## config.mk

```make
export PLATFORM = sky130hd
export DESIGN_NAME = prbs_pattern_gen
export DESIGN_NICKNAME = d
export VERILOG_FILES = /design/src/rtl/ppg_pkg.sv /design/src/rtl/ppg_rise_det.sv /design/src/rtl/ppg_shift_engine.sv /design/src/rtl/ppg_error_unit.sv /design/src/rtl/prbs_pattern_gen.sv
export SDC_FILE = /design/constraint.sdc
export NUM_CORES = 1
export LEC_CHECK = 0
export CAP_MARGIN = 20
export CORE_MARGIN = 4
export CORE_UTILIZATION = 32
export CTS_BUF_LIST = sky130_fd_sc_hd__clkbuf_8
export CTS_CLUSTER_DIAMETER = 200
export CTS_CLUSTER_SIZE = 12
export DETAILED_ROUTE_END_ITERATION = 10
export HOLD_SLACK_MARGIN = 0.08
export PLACE_DENSITY = 0.6
export SYNTH_ARGS = -nofsm -noshare
export SYNTH_HDL_FRONTEND = slang
export SYNTH_SLANG_ARGS = --single-unit
```

## constraint.sdc

```tcl
create_clock -name clk -period 17.9 [get_ports clk]
set_clock_uncertainty 0.2 [all_clocks]
set_input_delay 3.58 -clock clk [delete_from_list [all_inputs] [get_ports clk]]
set_output_delay 3.58 -clock clk [all_outputs]
set_load 0.01 [all_outputs]
```

## src/rtl/ppg_pkg.sv

```systemverilog
package ppg_pkg;

    localparam int PPG_W  = 32;
    localparam int LEN_W  = $clog2(PPG_W);
    localparam int RATE_W = 3;
    localparam int CNT_W  = 24;

    typedef enum logic {
        MODE_PRBS = 1'b0,
        MODE_WORD = 1'b1
    } ppg_mode_e;

    typedef struct packed {
        ppg_mode_e          mode;
        logic [LEN_W-1:0]   len;
        logic [LEN_W-1:0]   tap;
        logic [PPG_W-1:0]   seed;
    } ppg_cfg_t;

    function automatic logic [PPG_W-1:0] len_mask(input logic [LEN_W-1:0] len);
        logic [PPG_W-1:0] m;
        for (int i = 0; i < PPG_W; i++) begin
            m[i] = (i <= int'(len));
        end
        return m;
    endfunction

    function automatic logic [CNT_W-1:0] rate_limit(input logic [RATE_W-1:0] code);
        logic [CNT_W-1:0] v;
        v = CNT_W'(1);
        for (int i = 1; i < (1 << RATE_W); i++) begin
            if (i <= int'(code)) begin
                v = v * CNT_W'(10);
            end
        end
        return v;
    endfunction

endpackage

```

## src/rtl/ppg_rise_det.sv

```systemverilog
module ppg_rise_det #(
    parameter int N = 2
) (
    input  logic         clk,
    input  logic         rst,
    input  logic [N-1:0] din,
    output logic [N-1:0] rise
);
    logic [N-1:0] prev_q;

    always_ff @(posedge clk) begin
        if (rst) prev_q <= '0;
        else     prev_q <= din;
    end

    for (genvar g = 0; g < N; g++) begin : g_edge
        assign rise[g] = din[g] & ~prev_q[g];
    end
endmodule

```

## src/rtl/ppg_shift_engine.sv

```systemverilog
module ppg_shift_engine
    import ppg_pkg::*;
(
    input  logic     clk,
    input  logic     rst,
    input  logic     reload,
    input  logic     advance,
    input  ppg_cfg_t cfg,
    output logic     head_bit
);
    logic [PPG_W-1:0] state_q, state_d, mask, seed_m;
    logic             tap_bit, fb;

    always_comb begin
        mask     = len_mask(cfg.len);
        seed_m   = cfg.seed & mask;
        head_bit = state_q[cfg.len];
        tap_bit  = (cfg.tap < cfg.len) ? state_q[cfg.tap] : 1'b0;
        fb       = (cfg.mode == MODE_WORD) ? head_bit : (head_bit ^ tap_bit);
        state_d  = state_q;
        if (reload) begin
            state_d = ((cfg.mode == MODE_PRBS) && (seed_m == '0)) ? mask : seed_m;
        end else if (advance) begin
            state_d = {state_q[PPG_W-2:0], fb} & mask;
        end
    end

    always_ff @(posedge clk) begin
        if (rst) state_q <= '1;
        else     state_q <= state_d;
    end


    zero_seed_guard_chk: assert property (@(posedge clk) disable iff (rst)
        (reload && cfg.mode == MODE_PRBS) |=> ((state_q & $past(mask)) != '0));


    engine_hold_chk: assert property (@(posedge clk) disable iff (rst)
        (!advance && !reload) |=> (state_q == $past(state_q)));
endmodule

```

## src/rtl/ppg_error_unit.sv

```systemverilog
module ppg_error_unit
    import ppg_pkg::*;
(
    input  logic              clk,
    input  logic              rst,
    input  logic              reload,
    input  logic              advance,
    input  logic [RATE_W-1:0] rate_code,
    input  logic              single_rise,
    output logic              flip
);
    logic [CNT_W-1:0] cnt_q, lim;
    logic             pend_q, rate_hit;

    always_comb begin
        lim      = rate_limit(rate_code);
        rate_hit = (rate_code != '0) && (cnt_q >= lim - CNT_W'(1));
        flip     = advance && (rate_hit || pend_q || single_rise);
    end

    always_ff @(posedge clk) begin
        if (rst) begin
            cnt_q  <= '0;
            pend_q <= 1'b0;
        end else begin
            if (reload) begin
                cnt_q <= '0;
            end else if (advance) begin
                cnt_q <= (rate_code == '0 || rate_hit) ? '0 : cnt_q + CNT_W'(1);
            end
            if (advance)          pend_q <= 1'b0;
            else if (single_rise) pend_q <= 1'b1;
        end
    end


    interval_wrap_chk: assert property (@(posedge clk) disable iff (rst)
        (advance && rate_hit) |=> (cnt_q == '0));


    single_pending_chk: assert property (@(posedge clk) disable iff (rst)
        (single_rise && !advance) |=> pend_q);


    interval_hold_chk: assert property (@(posedge clk) disable iff (rst)
        (!advance && !reload) |=> (cnt_q == $past(cnt_q)));
endmodule

```

## src/rtl/prbs_pattern_gen.sv

```systemverilog
module prbs_pattern_gen
    import ppg_pkg::*;
(
    input  logic              clk,
    input  logic              rst,
    input  logic              tx_gate,
    input  logic              load,
    input  logic              cfg_word_mode,
    input  logic [LEN_W-1:0]  cfg_len,
    input  logic [LEN_W-1:0]  cfg_tap,
    input  logic [PPG_W-1:0]  cfg_seed,
    input  logic [RATE_W-1:0] cfg_err_rate,
    input  logic              err_single,
    input  logic              cfg_invert,
    output logic              tx_data
);
    ppg_cfg_t cfg;
    logic [1:0] rise;
    logic       reload, advance, head_bit, flip, out_q;

    always_comb begin
        cfg.mode = cfg_word_mode ? MODE_WORD : MODE_PRBS;
        cfg.len  = cfg_len;
        cfg.tap  = cfg_tap;
        cfg.seed = cfg_seed;
    end

    ppg_rise_det #(.N(2)) u_edges (
        .clk  (clk),
        .rst  (rst),
        .din  ({err_single, load}),
        .rise (rise)
    );

    assign reload  = rise[0];
    assign advance = tx_gate && !reload;

    ppg_shift_engine u_engine (
        .clk      (clk),
        .rst      (rst),
        .reload   (reload),
        .advance  (advance),
        .cfg      (cfg),
        .head_bit (head_bit)
    );

    ppg_error_unit u_err (
        .clk         (clk),
        .rst         (rst),
        .reload      (reload),
        .advance     (advance),
        .rate_code   (cfg_err_rate),
        .single_rise (rise[1]),
        .flip        (flip)
    );

    always_ff @(posedge clk) begin
        if (rst)          out_q <= 1'b0;
        else if (advance) out_q <= head_bit ^ flip;
    end

    assign tx_data = out_q ^ cfg_invert;


    reload_latency_chk: assert property (@(posedge clk) disable iff (rst)
        reload |=> (out_q == $past(out_q)));


    gap_hold_chk: assert property (@(posedge clk) disable iff (rst)
        (!tx_gate && !reload) |=> (out_q == $past(out_q)));


    invert_path_chk: assert property (@(posedge clk) disable iff (rst)
        (cfg_invert == $past(cfg_invert) && !$past(advance)) |-> $stable(tx_data));
endmodule

```

# After elaboration in Yosys (flattened, before gate mapping)
# Index checks and enable logic that the tools add are counted.
# Widths: inputs -> output; s select.
# word_totals
ff_bits	60
out_inout_bits	1
wordCells	97
# op_classes
addsub	2
multipliers	6
magnitude_cmp	42
n_mux	18
n_bitwise	10
n_reduce_logical	14
# ops
op	count
$mux 24	7
$mul 24x3->23 const B	5
$mux 32	3
$le 5x5->1 const A	16
$and 32x32->32	2
$le 4x5->1 const A	8
$logic_not 32->1	1
$add 24x1->24 const B	1
$ge 24x24->1	1
$sub 24x1->24 const B	1
$le 3x5->1 const A	4
$le 3x3->1 const A	4
$lt 5x6->1 const B	2
$bmux 1 s5	2
$le 2x5->1 const A	2
$mul 4x3->7 const B	1
$le 2x3->1 const A	2
$le 1x5->1 const A	1
$lt 5x5->1	1
$mux 1	5
$logic_and 1x1->1	4
$mux 4	1
$reduce_or 2->1	2
$le 1x3->1 const A	1
8 further kinds	15

# Logic depth before layout (Yosys ltp)
# depth
ltp_word	21
ltp_mapped	49
depth_no_buf	45

# Cells and area by module
# A second synthesis with hierarchy kept.
# unflattened
hier_cells	997
hier_area_um2	7923.8
# by_module_without_submodules
module	instances	cells_per_inst	area_each_um2	seq_area_each_um2
ppg_error_unit	1	658	5064.9	500.5
ppg_shift_engine	1	327	2718.9	640.6
ppg_rise_det	1	6	70.1	40.0
prbs_pattern_gen	1	6	70.1	20.0

# Worst setup path after synthesis
# No wires, ideal clock.
# synth_timing
path_kind	input port to flip-flop
startpoint	in cfg_err_rate[2]
endpoint	reg u_err.cnt_q[0]
setup_ns	0.078
arrival_time_ns	12.364
setup_slack_ns	5.258
path_stages	47
path_buffers	4
cell_sequence	buf_2 -> inv_1 -> clkbuf_1 -> nand2_1 -> inv_1 -> nand2_1 -> inv_1 -> ha_1 -> buf_1 -> nand2_1 -> inv_1 -> nor2_1 -> ha_1 -> ha_1 -> o21ai_0 -> o21bai_1 -> a221oi_1 -> xnor2_1 -> [11 not listed] -> a31o_2 -> xnor2_1 -> o21ai_0 -> ha_1 -> ha_1 -> nor3_1 -> xnor2_1 -> nor2_1 -> a31oi_1 -> and3b_1 -> ha_1 -> a21o_1 -> a211oi_1 -> o211ai_1 -> o21ai_0 -> a21boi_1 -> clkbuf_1 -> nor3_1
# synth_between
elab_chain_cells	19
# synth_rtl
item	line_no	rtl
from (decl)	prbs_pattern_gen.sv:12	input logic [RATE_W-1:0] cfg_err_rate,
$le 1x3->1	ppg_pkg.sv:32	if (i <= int'(code)) begin
$mux 4	ppg_pkg.sv:32	
$mul 4x3->7	ppg_pkg.sv:33	v = v * CNT_W'(10);
$mux 24	ppg_pkg.sv:32	
$mul 24x3->23	ppg_pkg.sv:33	
$mux 24	ppg_pkg.sv:32	
$mul 24x3->23	ppg_pkg.sv:33	
$mux 24	ppg_pkg.sv:32	
[3 not listed]	n/a	
$mux 24	ppg_pkg.sv:32	
$mul 24x3->23	ppg_pkg.sv:33	
$mux 24	ppg_pkg.sv:32	
$sub 24x1->24	ppg_error_unit.sv:17	rate_hit = (rate_code != '0) && (cnt_q >= lim - CNT_W'(1));
$ge 24x24->1	ppg_error_unit.sv:17	
$logic_and 1x1->1	ppg_error_unit.sv:17	
$logic_or 1x1->1 (*)	ppg_error_unit.sv:29	cnt_q <= (rate_code == '0 || rate_hit) ? '0 : cnt_q + CNT_W'(1);
$mux 24 (*)	ppg_error_unit.sv:29	
to (signal assigned)	ppg_error_unit.sv:29	
to (decl)	ppg_error_unit.sv:12	logic [CNT_W-1:0] cnt_q, lim;
# Every way passes the cells marked *; elsewhere a longest branch is shown, timed or not.
# A chain may end at the register's enable or synchronous reset.

# Worst setup path after layout
# layout_timing
startpoint	in cfg_err_rate[2]
endpoint	reg u_err.cnt_q[3]
# Same word-level chain as after synthesis.

==> summary.md <==
| Metric | Value |
|---|---|
| Result of the run | finished clean |
| Starting utilization of the core area | 32.87% |
| Multi-input combinational cell area | approximately 6000 um^2 |
| Total routing usage reported by global routing | around 17% |
| Share of synthesized registers carrying an async set or reset | 0% |
| Category of the worst setup path capture point | register |
| Clock root buffer | clkbuf_8 |
| Die area | 26060 um^2 |
| Ratio of routed vias to standard cells | 5.732 |
| Initial DRT Pass Iterations | 6 |
| Largest stage delay on the critical path | 520 ps |
| Max frequency | 70.52 MHz |
| Std-Cell Rows | 55 |
| Core Region | 22920 um^2 |
| DIE HEIGHT | 161.4 um |
| Final nets | about 1200 |
| Level count of the clock H-tree | 3 |
| Number of hold buffers added after cts | 0 |
| Count of vias placed by the detailed router | 7435 |
| Remaining global-route overflow | 0 |
| Count of non-filler cells in the finished layout | 1297 |
| Data required time of the worst path | 17950 ps |
| Pin count of the biggest net entering global routing | 39 |
| Share of layout cells above drive strength 1 | 7.419% |
| # resized after CTS | 0 |
| Area share of the largest cell type after synthesis | 20.43% |
| Critical Path Source Type | input port |
| Placed Instances | 1282 |
| Initial antenna violation count | 0 |
| Final Wtd Congestion | 0.8609 |
| Commonest non-fill, non-tap cell in the layout | ha_1 |
| Clock insertion delay at the later pin of the skew report | roughly 340 ps |
| Finish-stage setup viols | 0 |
| Worst slew slack as a fraction of its limit | between 20% and 30% |
| Die Span X | ~160 um |
| Setup ws final | 3719 ps |
| MaxCap Viol Count | 0 |
| Cell with the most instances on the worst path | ha_1 |
| Worst vdd ir | 0.03375 mV |
| Filler cell count | 2361 |
| Reg-to-reg slack, setup | 15240 ps |
| Power per Cell Area | 62.74 nW/um^2 |
| Clock Path Buffers | 2 |
| Yosys reg bits | 60 |
| Setup total negative slack | 0 ps |
| Cell count after synthesis | around 960 |
| Leakage power figure | between 3 and 4 nW |
| # DRC | 0 |
| Commonest non-fill, non-tap cells in the layout | ha_1 (123), a21oi_1 (122), nand2_1 (68) |
| Final antenna diode count | 0 |
| Classification of the worst setup path | in -> reg |
| Critical-path cell with the highest stage delay | ha_1 |
| I/O pins | 53 |
| Post-synth EDFFs | 0 |
| Clock-pin slew of the registers on the worst-case setup and hold paths | around 70 ps |
| Final Max Slew Viols | 0 |
| Post-synthesis cell type count | 69 |
| Number of hold-slack violations in the final timing report | 0 |
| Share of the yosys chip area belonging to registers | 15.94% |
| Yosys warning total | 0 |
| Hold path startpoint | u_engine.state_q[31] |
| Total area of sequential cells | 1201 um^2 |
| Ranking of synthesized cells by area | ha_1 (20%), dfxtp_1 (16%), a21oi_1 (8.1%) |
| Num CTS Buffers | 9 |
| Wire length of the first global-routing pass | 36.92 mm |
| Remaining antenna violation count | 0 |
| Minimum setup slack after placement | approximately 3500 ps |
| Startpoint of the lowest-slack register-to-register path | u_err.cnt_q[0] |
| Final period utilization | around 79% |
| Placed wire-length estimate after detailed placement | 16.90 mm |
| Library cell with the largest summed area after synthesis | ha_1 |
| CTS tree | built |
| Violation count after the first detailed-routing iteration | 549 |
| Final critical delay including setup and external delays | 14180 ps |
| Cell area after technology mapping | around 7500 um^2 |
| Total setup buffers inserted after CTS | 0 |
| Worst-margin pin slew | 1048 ps |
| Class of the tightest hold or removal check | reg -> reg |
| Worst Path Max Fanout | 29 |
| Prevailing post-synth register cell | dfxtp_1 |
| Clock Sink Count | 60 |
| Post-synthesis average cell area | 7.839 um^2 |
| Number of port buffers | 52 |
| Syn nets | approximately 1100 |
| Via count of the first global-routing pass | 7087 |
| Startpoint of the worst setup timing path | cfg_err_rate[2] |
| P&R area growth vs syn | 12.72% |
| Average routed wire per standard cell | 17.33 um |
| CP Data Arrival Time | 14230 ps |
| Setup repair after global routing missed its margin | false |
| Total Routed Length | 22.48 mm |
## critical path, delay by kind of cell
family / cells / cell delay [ps]
and+or+nand+nor: 8 / 1520
buffers and inverters: 7 / 1660
xor gates and xnor gates: 4 / 700
adders and majority gates: 10 / 3020
AOI/OAI and AO/OA: 16 / 3720
## report_power, final
part | switching (W) | internal (W) | leakage (nW)
Clock | 0.0000563 | 0.0000666 | 0.0979
Combinational | 0.000150 | 0.000112 | 3.08
Sequential | 0.00000755 | 0.000141 | 0.495
## final timing paths
check	to	cells past startpoint
max	u_err.cnt_q[3]	45
min reg2reg	u_engine.state_q[31]	2
max reg2reg	u_err.cnt_q[3]	10
min	u_engine.state_q[31]	2
## per-stage QoR
| step | hold WS (ps) | instance area, um^2 | power, W | utilization [%] |
|---|---|---|---|---|
| global placement | 265.6 | 8302 | 0.0004066 | 36.23 |
| floorplan | 246.6 | 7533 | 0.0003387 | - |
| CTS | 303.7 | 8492 | 0.0005321 | 37.06 |
| detailed placement | 285.9 | 8302 | 0.0004088 | 36.23 |
| finish | 312.4 | 8492 | 0.0005328 | 37.06 |
| global route | 338.4 | 8492 | 0.0005711 | 37.06 |
## flip-flops by register name, summed over array words and instances (netlist names)
name              count
u_err.pend_q          1
out_q                 1
u_err.cnt_q          24
u_edges.prev_q        2
u_engine.state_q     32
## synth_stat cells (3+ instances only)
master	count
inv_1	46
o31ai_1	15
a221oi_1	7
buf_2	11
nor2_1	53
a21o_1	17
a211oi_1	16
and2_1	9
o21bai_1	4
xnor2_1	20
o41ai_1	10
dfxtp_1	60
a22o_1	3
o21ai_0	48
clkbuf_1	41
a211o_1	6
buf_1	3
and4_1	3
nor2b_1	8
or3_1	5
o21a_1	7
mux2_2	7
a31oi_1	10
nand3_1	24
nor4_1	8
buf_6	3
a22oi_1	5
ha_1	123
nand2_1	68
xor2_1	26
nor3_1	67
a21oi_1	122
a221o_1	5
a31o_2	3
o31ai_2	7
nand2b_1	8
o22ai_1	7
mux4_2	15
and3_1	8
fa_1	3
o211ai_1	4
mux2i_1	6
o2111a_1	3
nand4_1	8
## layer usage
metal  part of all wire (%)  track usage (%)  vias up
met1                     46            23.60     3465
met2                     46            27.26      272
met3                    6.3            2.883       43
li1                       -                -     3655
met4                    1.8            3.916        0
met5                      0                0        -
## cells by family (layout without fill, tap and decap cells)
logic type	count (synthesis)	in the layout	share of synthesized area (%)
xor+xnor	46	46	5.348
fa+ha+maj	126	126	21.23
compound gates	314	314	26.97
flops	60	60	15.94
simple gates	281	281	18.37
buf+inv	106	129	5.813
mux	28	28	6.328
## layout make-up
class                   instances  share of cell area [%]
clock buffers                  10                   1.621
clock inverters                 5                  0.6188
inverters                      47                   2.077
multi-input cells             795                   69.47
flip-flops and latches         60                   14.14
well taps                     313                   4.612
repair buffers                 67                   7.455
No activity file was read; power rests on OpenSTA's default activity.
